**src/rtl/dce_pkg.sv**
```systemverilog
package dce_pkg;
  localparam int LEN_W = 13;

  // command word bit positions
  localparam int C_INC_SRC  = 31;
  localparam int C_INC_DST  = 30;
  localparam int C_FLOW_SRC = 29;
  localparam int C_FLOW_DST = 28;
  localparam int C_START_IE = 22;
  localparam int C_END_IE   = 21;

  typedef enum logic [2:0] {
    S_IDLE,
    S_FETCH,
    S_CHECK,
    S_READ,
    S_WRITE,
    S_POST
  } dce_state_e;
endpackage

```
**src/rtl/dce_cmd_decode.sv**
```systemverilog
module dce_cmd_decode
  import dce_pkg::*;
#(
  parameter int BUF_BYTES = 32,
  localparam int BURST_W  = $clog2(BUF_BYTES) + 1
) (
  input  logic [31:0]        cmd,
  output logic [LEN_W-1:0]   len,
  output logic [2:0]         elem_bytes,
  output logic [BURST_W-1:0] burst_bytes,
  output logic [2:0]         src_step,
  output logic [2:0]         dst_step,
  output logic               flow
);
  logic [LEN_W-1:0] cap;
  logic [LEN_W-1:0] burst_l;
  logic             unused_cmd_bits;

  assign unused_cmd_bits = ^{cmd[27:18], cmd[13]};
  assign len = cmd[LEN_W-1:0];

  always_comb begin
    unique case (cmd[15:14])
      2'd2:    elem_bytes = 3'd2;
      2'd3:    elem_bytes = 3'd4;
      default: elem_bytes = 3'd1;
    endcase
  end

  assign cap         = LEN_W'(4) << cmd[17:16];
  assign burst_l     = (len < cap) ? len : cap;
  assign burst_bytes = burst_l[BURST_W-1:0];
  assign src_step    = cmd[C_INC_SRC] ? elem_bytes : 3'd0;
  assign dst_step    = cmd[C_INC_DST] ? elem_bytes : 3'd0;
  assign flow        = cmd[C_FLOW_SRC] | cmd[C_FLOW_DST];

  // a burst never exceeds the local buffer
  always_comb begin
    a_r5_burst_fits: assert (burst_l <= LEN_W'(BUF_BYTES));
  end
endmodule

```
**src/rtl/dce_burst_buf.sv**
```systemverilog
module dce_burst_buf #(
  parameter int BYTES = 32,
  localparam int OFS_W = $clog2(BYTES)
) (
  input  logic             clk,
  input  logic             wr_en,
  input  logic [OFS_W-1:0] wr_ofs,
  input  logic [2:0]       wr_bytes,
  input  logic [31:0]      wr_data,
  input  logic [OFS_W-1:0] rd_ofs,
  input  logic [2:0]       rd_bytes,
  output logic [31:0]      rd_data
);
  logic [7:0] mem [BYTES];

  always_ff @(posedge clk) begin
    if (wr_en) begin
      for (int k = 0; k < 4; k++) begin
        if (k < int'(wr_bytes)) mem[wr_ofs + OFS_W'(k)] <= wr_data[8*k +: 8];
      end
    end
  end

  always_comb begin
    rd_data = '0;
    for (int k = 0; k < 4; k++) begin
      if (k < int'(rd_bytes)) rd_data[8*k +: 8] = mem[rd_ofs + OFS_W'(k)];
    end
  end
endmodule

```
**src/rtl/dce_engine.sv**
```systemverilog
module dce_engine
  import dce_pkg::*;
#(
  parameter int BUF_BYTES = 32
) (
  input  logic        clk,
  input  logic        rst,
  input  logic        cfg_we,
  input  logic [1:0]  cfg_sel,
  input  logic [31:0] cfg_wdata,
  input  logic        go,
  input  logic        nofetch,
  input  logic        eor_stop_en,
  input  logic        eor_jump_en,
  input  logic        cmp_flag,
  input  logic        preq,
  output logic        run,
  output logic        st_start,
  output logic        st_end,
  output logic        st_stop,
  output logic        st_eor,
  output logic [31:0] chan_desc,
  output logic [31:0] chan_src,
  output logic [31:0] chan_dst,
  output logic [31:0] chan_cmd,
  output logic        mem_valid,
  output logic        mem_write,
  output logic [31:0] mem_addr,
  output logic [2:0]  mem_bytes,
  output logic [31:0] mem_wdata,
  input  logic        mem_ready,
  input  logic [31:0] mem_rdata
);
  localparam int OFS_W   = $clog2(BUF_BYTES);
  localparam int BURST_W = OFS_W + 1;

  dce_state_e         state_q;
  logic [31:0]        fetch_base_q;
  logic [1:0]         idx_q;
  logic [BURST_W-1:0] ofs_q;

  logic [LEN_W-1:0]   len;
  logic [2:0]         elem_bytes;
  logic [BURST_W-1:0] burst_bytes;
  logic [2:0]         src_step;
  logic [2:0]         dst_step;
  logic               flow;
  logic [BURST_W-1:0] ofs_nx;
  logic               last_elem;
  logic [31:0]        fetch_ptr;
  logic               xfer;

  dce_cmd_decode #(.BUF_BYTES(BUF_BYTES)) u_dec (
    .cmd(chan_cmd), .len(len), .elem_bytes(elem_bytes), .burst_bytes(burst_bytes),
    .src_step(src_step), .dst_step(dst_step), .flow(flow)
  );

  dce_burst_buf #(.BYTES(BUF_BYTES)) u_buf (
    .clk(clk),
    .wr_en(state_q == S_READ && xfer),
    .wr_ofs(ofs_q[OFS_W-1:0]), .wr_bytes(elem_bytes), .wr_data(mem_rdata),
    .rd_ofs(ofs_q[OFS_W-1:0]), .rd_bytes(elem_bytes), .rd_data(mem_wdata)
  );

  assign fetch_ptr = {chan_desc[31:4], 4'h0} + ((chan_desc[1] && cmp_flag) ? 32'd32 : 32'd0);
  assign ofs_nx    = ofs_q + BURST_W'(elem_bytes);
  assign last_elem = (ofs_nx >= burst_bytes);

  always_comb begin
    mem_valid = (state_q == S_FETCH) || (state_q == S_READ) || (state_q == S_WRITE);
    mem_write = (state_q == S_WRITE);
    mem_bytes = (state_q == S_FETCH) ? 3'd4 : elem_bytes;
    unique case (state_q)
      S_FETCH: mem_addr = fetch_base_q + {28'd0, idx_q, 2'b00};
      S_WRITE: mem_addr = chan_dst;
      default: mem_addr = chan_src;
    endcase
  end
  assign xfer = mem_valid && mem_ready;

  always_ff @(posedge clk) begin
    if (rst) begin
      state_q      <= S_IDLE;
      fetch_base_q <= '0;
      idx_q        <= '0;
      ofs_q        <= '0;
      chan_desc    <= '0;
      chan_src     <= '0;
      chan_dst     <= '0;
      chan_cmd     <= '0;
      run          <= 1'b0;
      st_start     <= 1'b0;
      st_end       <= 1'b0;
      st_stop      <= 1'b1;
      st_eor       <= 1'b0;
    end else begin
      unique case (state_q)
        S_IDLE: begin
          if (cfg_we) begin
            unique case (cfg_sel)
              2'd0: chan_desc <= cfg_wdata;
              2'd1: chan_src  <= cfg_wdata;
              2'd2: chan_dst  <= cfg_wdata;
              default: chan_cmd <= cfg_wdata;
            endcase
          end
          if (go) begin
            run      <= 1'b1;
            st_stop  <= 1'b0;
            st_start <= 1'b0;
            st_end   <= 1'b0;
            st_eor   <= 1'b0;
            if (nofetch) begin
              state_q <= S_CHECK;
            end else begin
              fetch_base_q <= fetch_ptr;
              idx_q        <= '0;
              state_q      <= S_FETCH;
            end
          end
        end
        S_FETCH: begin
          if (xfer) begin
            idx_q <= idx_q + 2'd1;
            unique case (idx_q)
              2'd0: chan_desc <= mem_rdata;
              2'd1: chan_src  <= mem_rdata;
              2'd2: chan_dst  <= mem_rdata;
              default: begin
                chan_cmd <= mem_rdata;
                if (mem_rdata[C_FLOW_SRC]) chan_src <= chan_src & ~32'h3;
                if (mem_rdata[C_FLOW_DST]) chan_dst <= chan_dst & ~32'h3;
                if (mem_rdata[C_START_IE]) st_start <= 1'b1;
                state_q <= S_CHECK;
              end
            endcase
          end
        end
        S_CHECK: begin
          if (len == '0) begin
            if (chan_cmd[C_END_IE]) st_end <= 1'b1;
            st_stop <= 1'b1;
            if (nofetch || chan_desc[0] || eor_stop_en) run <= 1'b0;
            state_q <= S_IDLE;
          end else if (!flow || preq) begin
            ofs_q   <= '0;
            state_q <= S_READ;
          end
        end
        S_READ: begin
          if (xfer) begin
            chan_src <= chan_src + {29'd0, src_step};
            if (last_elem) begin
              ofs_q   <= '0;
              state_q <= S_WRITE;
            end else begin
              ofs_q <= ofs_nx;
            end
          end
        end
        S_WRITE: begin
          if (xfer) begin
            chan_dst <= chan_dst + {29'd0, dst_step};
            if (last_elem) begin
              chan_cmd[LEN_W-1:0] <= len - LEN_W'(burst_bytes);
              state_q <= S_POST;
            end else begin
              ofs_q <= ofs_nx;
            end
          end
        end
        default: begin
          if (flow && !preq) begin
            st_eor <= 1'b1;
            if (eor_stop_en) begin
              st_stop <= 1'b1;
              state_q <= S_IDLE;
            end else if (eor_jump_en && !nofetch) begin
              fetch_base_q <= fetch_ptr;
              idx_q        <= '0;
              state_q      <= S_FETCH;
            end else begin
              state_q <= S_CHECK;
            end
          end else begin
            state_q <= S_CHECK;
          end
        end
      endcase
    end
  end

  // a stalled request keeps its address, direction and size
  a_r13_req_hold: assert property (@(posedge clk) disable iff (rst)
    mem_valid && !mem_ready |=> mem_valid && $stable(mem_addr) && $stable(mem_write) && $stable(mem_bytes));

  // outside a fetch and a register write, the remaining length never grows
  a_r6_len_no_rise: assert property (@(posedge clk) disable iff (rst)
    (state_q != S_FETCH && !cfg_we) |=> chan_cmd[LEN_W-1:0] <= $past(chan_cmd[LEN_W-1:0]));

  // a stopped channel makes no memory request
  a_r8_stop_quiet: assert property (@(posedge clk) disable iff (rst)
    st_stop |-> !mem_valid);

  // with flow control and no request, no burst begins
  a_r9_flow_gate: assert property (@(posedge clk) disable iff (rst)
    (state_q == S_CHECK && flow && !preq) |=> !mem_valid);

  // zero length completes without touching memory
  a_r12_zero_len: assert property (@(posedge clk) disable iff (rst)
    (state_q == S_CHECK && len == '0) |=> !mem_valid && st_stop);
endmodule

```
**config.mk**
```make
export PLATFORM = sky130hd
export DESIGN_NAME = dce_engine
export DESIGN_NICKNAME = d
export VERILOG_FILES = /design/src/rtl/dce_pkg.sv /design/src/rtl/dce_cmd_decode.sv /design/src/rtl/dce_burst_buf.sv /design/src/rtl/dce_engine.sv
export SDC_FILE = /design/constraint.sdc
export NUM_CORES = 2
export LEC_CHECK = 0
export BUFFER_PORTS_ARGS = -buffer_cell sky130_fd_sc_hd__buf_2
export CAP_MARGIN = 0
export CORE_MARGIN = 3
export CORE_UTILIZATION = 45
export CTS_CLUSTER_SIZE = 40
export DETAILED_ROUTE_END_ITERATION = 6
export PLACE_DENSITY_LB_ADDON = 0.1
export SYNTH_ARGS = -nofsm -noshare
export SYNTH_HDL_FRONTEND = slang
export SYNTH_HIERARCHICAL = 1
export SYNTH_SLANG_ARGS = --single-unit
```
**constraint.sdc**
```tcl
create_clock -name clk -period 3.6 [get_ports clk]
set_input_delay 0 -clock clk [delete_from_list [all_inputs] [get_ports clk]]
set_output_delay 0 -clock clk [all_outputs]
set_load 0.05 [all_outputs]
```
==> metrics.md <==
| Metric | Value |
|---|---|
| CP max FO | 26 |
| Root buffer cell | clkbuf_16 |
| Avg Synthesized Cell Area | 9.74 sq um |
| Crit path kind | register to primary output |
| Starting Density | 45.6% |
| Worst-skew pair later-pin latency | 0.62 ns |
| Synth cell types | 108 |
| Post-synth EDFFs | 256 |
| First-pass GRT wire length | 241 mm |
| Global-route usage over all layers | 38.0% |
| Post-DP Area | 0.0407 sq mm |
| Clock Skews | 0.0216 ns |
| Largest net degree at the start of global routing | 81 |
| Synthesized area | 0.0375 sq mm |
| Area share of the largest cell type after synthesis | 20.5% |
| P_leak | 0.0158 uW |
| Critical path endpoint category | primary output |
| RSZ-0062 raised after global routing | yes |
| Core Footprint | 0.0824 sq mm |
| Synth area leader | edfxtp_1 |
| Status | finished clean |
| CP peak stage delay | 0.74 ns |
| Vias per cell | 6.95 |
| Routed WL per cell | 32.8 um |
| Cell area after layout | 0.0433 sq mm |
| CTS tree | built |
| DRC | 0 |
| Clk sinks | 428 |
| Slowest CP cell | dfxtp_2 |
| Max Cap Viol | 0 |
| Die X | 295 um |
| Full die area | 0.0869 sq mm |
| Final worst slack | 0.103 ns |
| Die Y-Extent | 295 um |
| Detail Route Antenna Nets | 0 |
| Commonest cells in the netlist | nand2_1, mux4_2, mux2i_1 |
| Post-synthesis mux area share | 29.2% |
| Final HPWL from detailed placement | 123 mm |
| Slew @ Worst Pin | 1.15 ns |
| Post-Syn Instances | 3852 |
| Req. time, crit path | 3.60 ns |
| Worst Path Arrival | 3.50 ns |
| Vias in the first global route | 33.2k |
| Peak supply drop | 0.000728 V |
| Max-slew violation count | 0 |
| Synth Warn # | 6 |
| Initial antenna violation count | 6 |
| Post-Synth XOR/XNOR Area | 1.61% |
| Core Util, Final | 52.5% |
| Synth Area in Compound Gates | 17.3% |
| Total congestion overflow | 0 |
| Final non-filler cell total | 5205 |
| Minimum clock period | 3.50 ns |
| I/O Pins | 278 |
| DRT Wirelength | 170 mm |
| Area of the multi-input gates | 0.0247 sq mm |
| Reg area | 0.0111 sq mm |
| Synth async-reset ratio | 0% |
| Vias | 36.2k |
| Area contributors post-synth | edfxtp_1, mux4_2, dfxtp_1 |
| Tcrit/Tclk final | 97.1% |
| Top_reg_cell synth | edfxtp_1 |
| H-tree levels | 2 |
| CP startpoint kind | register |
| Total CTS buffers | 50 |
| Fraction of layout cells with a size suffix above 1 | 29.1% |
| # fillers | 7528 |
| Clock transition at path regs | 0.06 ns |
| Final setup viols | 0 |
| Most frequent cell on the critical path | buf_4 |
| Post-Synth Adder-Cell Area | 1.45% |
| Main combinational cell family by area after synthesis | multiplexers |
| Placed Instances | 5046 |
| Syn nets | 3969 |
| Fin. Hold Viols | 0 |
| Area grow syn2layout | 15.3% |
| Most numerous cell in the Yosys netlist | nand2_1 |
| GPL Wtd Cong | 1.00 |
| DRT Pass-1 Iters | 6 |
| Nets | 4210 |
| Relative slew slack | 23.6% |
| Maximum clock rate | 286 MHz |
| PwrDens | 481 mW/mm^2 |
| Clock Path Buffers | 3 |
| Post-Place Setup Slack | 0.142 ns |
| FP Rows | 105 |
| Post-synthesis sequential area ratio | 29.7% |
| PortBufs | 277 |
| Worst min path class | input pin to register |
| 1st-iter DRT viols | 4835 |
| #FFs+latches synth | 428 |
| CP Cell Sequence | buf_4 -> xnor2_1 -> buf_4 -> and2_1 -> a211oi_1 -> a31oi_1 -> buf_4 -> a32o_1 -> buf_2 |
| Synth Area in Simple Gates | 15.7% |
==> stage by stage <==
step	hold slack (ns)	setup TNS, ns	total power [uW]
after floorplan	0.154	0	12400
after global placement	0.332	0	15100
after detailed placement	0.336	0	15100
after CTS	0.00525	0	20600
after global routing	0.0440	-0.277	21700
final	0.0566	0	20800
==> cells in the final DEF, fill, tap and decap left out, types with 19 or more instances in the layout <==
cell type      Yosys  layout
nand2_1          471     471
mux2_2           159     159
o21ai_0          251     249
ha_1              37      32
edfxtp_1         256     256
a22o_1            41      41
mux2i_1          266     264
nor2_1           258     256
a21o_1            24      24
dfxtp_1          172     166
xor2_1            29      26
nor3_1            81      79
o31ai_1           33      33
a31oi_1           25      23
buf_4             25     229
o21ai_1           24      25
a21oi_1          145     141
a22oi_1           54      54
or3_1             24      24
and2_1            28      26
nor2b_1           47      45
buf_2            114     276
nand3_1           97      97
a211oi_1         110     110
o211ai_1          30      30
clkbuf_16          0      56
a221oi_1          36      35
a311oi_1          21      20
mux4_2           288     288
nor3_2            24      23
inv_1             52      51
a221o_1           25      25
and3_1            21      21
o22ai_1           20      20
dlygate4sd3_1      0      50
nor4_1            26      24
nand4_1           19      19
xnor2_1           38      37
==> what timing repair did <==
| item | in CTS | in global routing |
|---|---|---|
| pin swaps | 1 | 8 |
| hold buffers | 50 | 0 |
| buffers inserted | 3 | 8 |
| endpoints found under the hold margin | 141 | 0 |
| endpoints found under the setup margin | 8 | 45 |
| cloned | 0 | 4 |
| resized for setup | 4 | 25 |
==> cell families (layout without fill, tap and decap cells) <==
group,Yosys count,after routing
compound gates,950,950
xor+xnor,68,68
fa+ha+maj,41,41
buf+inv,449,729
flops,428,428
mux,714,714
other cells,0,3
simple gates,1202,1202
==> worst max-delay path: cells and delay by family (launching register included) <==
kind	cells	cell delay, ns
buf+inv	4	1.24
flops	1	0.74
compound gates	3	0.50
xor+xnor	1	0.20
simple gates	1	0.17
==> flip-flops by register name (all words and copies together) (netlist names) <==
name,flops
st_stop,1
run,1
st_end,1
ofs_q,6
chan_dst,32
u_buf/mem,256
state_q,3
st_eor,1
chan_cmd,32
fetch_base_q,28
chan_src,32
st_start,1
idx_q,2
chan_desc,32
==> final cells by class <==
type | count | area share (%)
multi-input cells | 2975 | 57.1
flip-flops and latches | 428 | 25.7
repair buffers | 583 | 9.69
clock buffers | 65 | 3.19
well taps | 1070 | 3.09
clock inverters | 26 | 0.697
inverters | 55 | 0.486
diodes | 3 | 0.0173
==> metal layers <==
layer  wire, um  share of wire [%]  up-vias  GRT usage [%]
met1      65000                 38    17709           50.8
li1           -                  -    15366              -
met5         46              0.027        -              0
met2      74900                 44     2618           57.9
met4       8940                5.2        6           16.7
met3      21600                 13      466           10.4
==> where the power goes <==
part           internal [uW]  switching, uW
sequential              5680            907
clock                   3130           2240
combinational           2840           6040
total                  11700           9180
==> path summary, 6_finish.rpt <==
check                       end  cells past startpoint          start  slack (ns)
setup / recovery  mem_wdata[14]                      9       ofs_q[3]        0.10
hold / removal     chan_dst[31]                      3  mem_rdata[31]        0.06
setup reg to reg       ofs_q[3]                     15   chan_cmd[17]        0.15
hold reg to reg             run                      2            run        0.47
(Power assumes the default switching activity.)
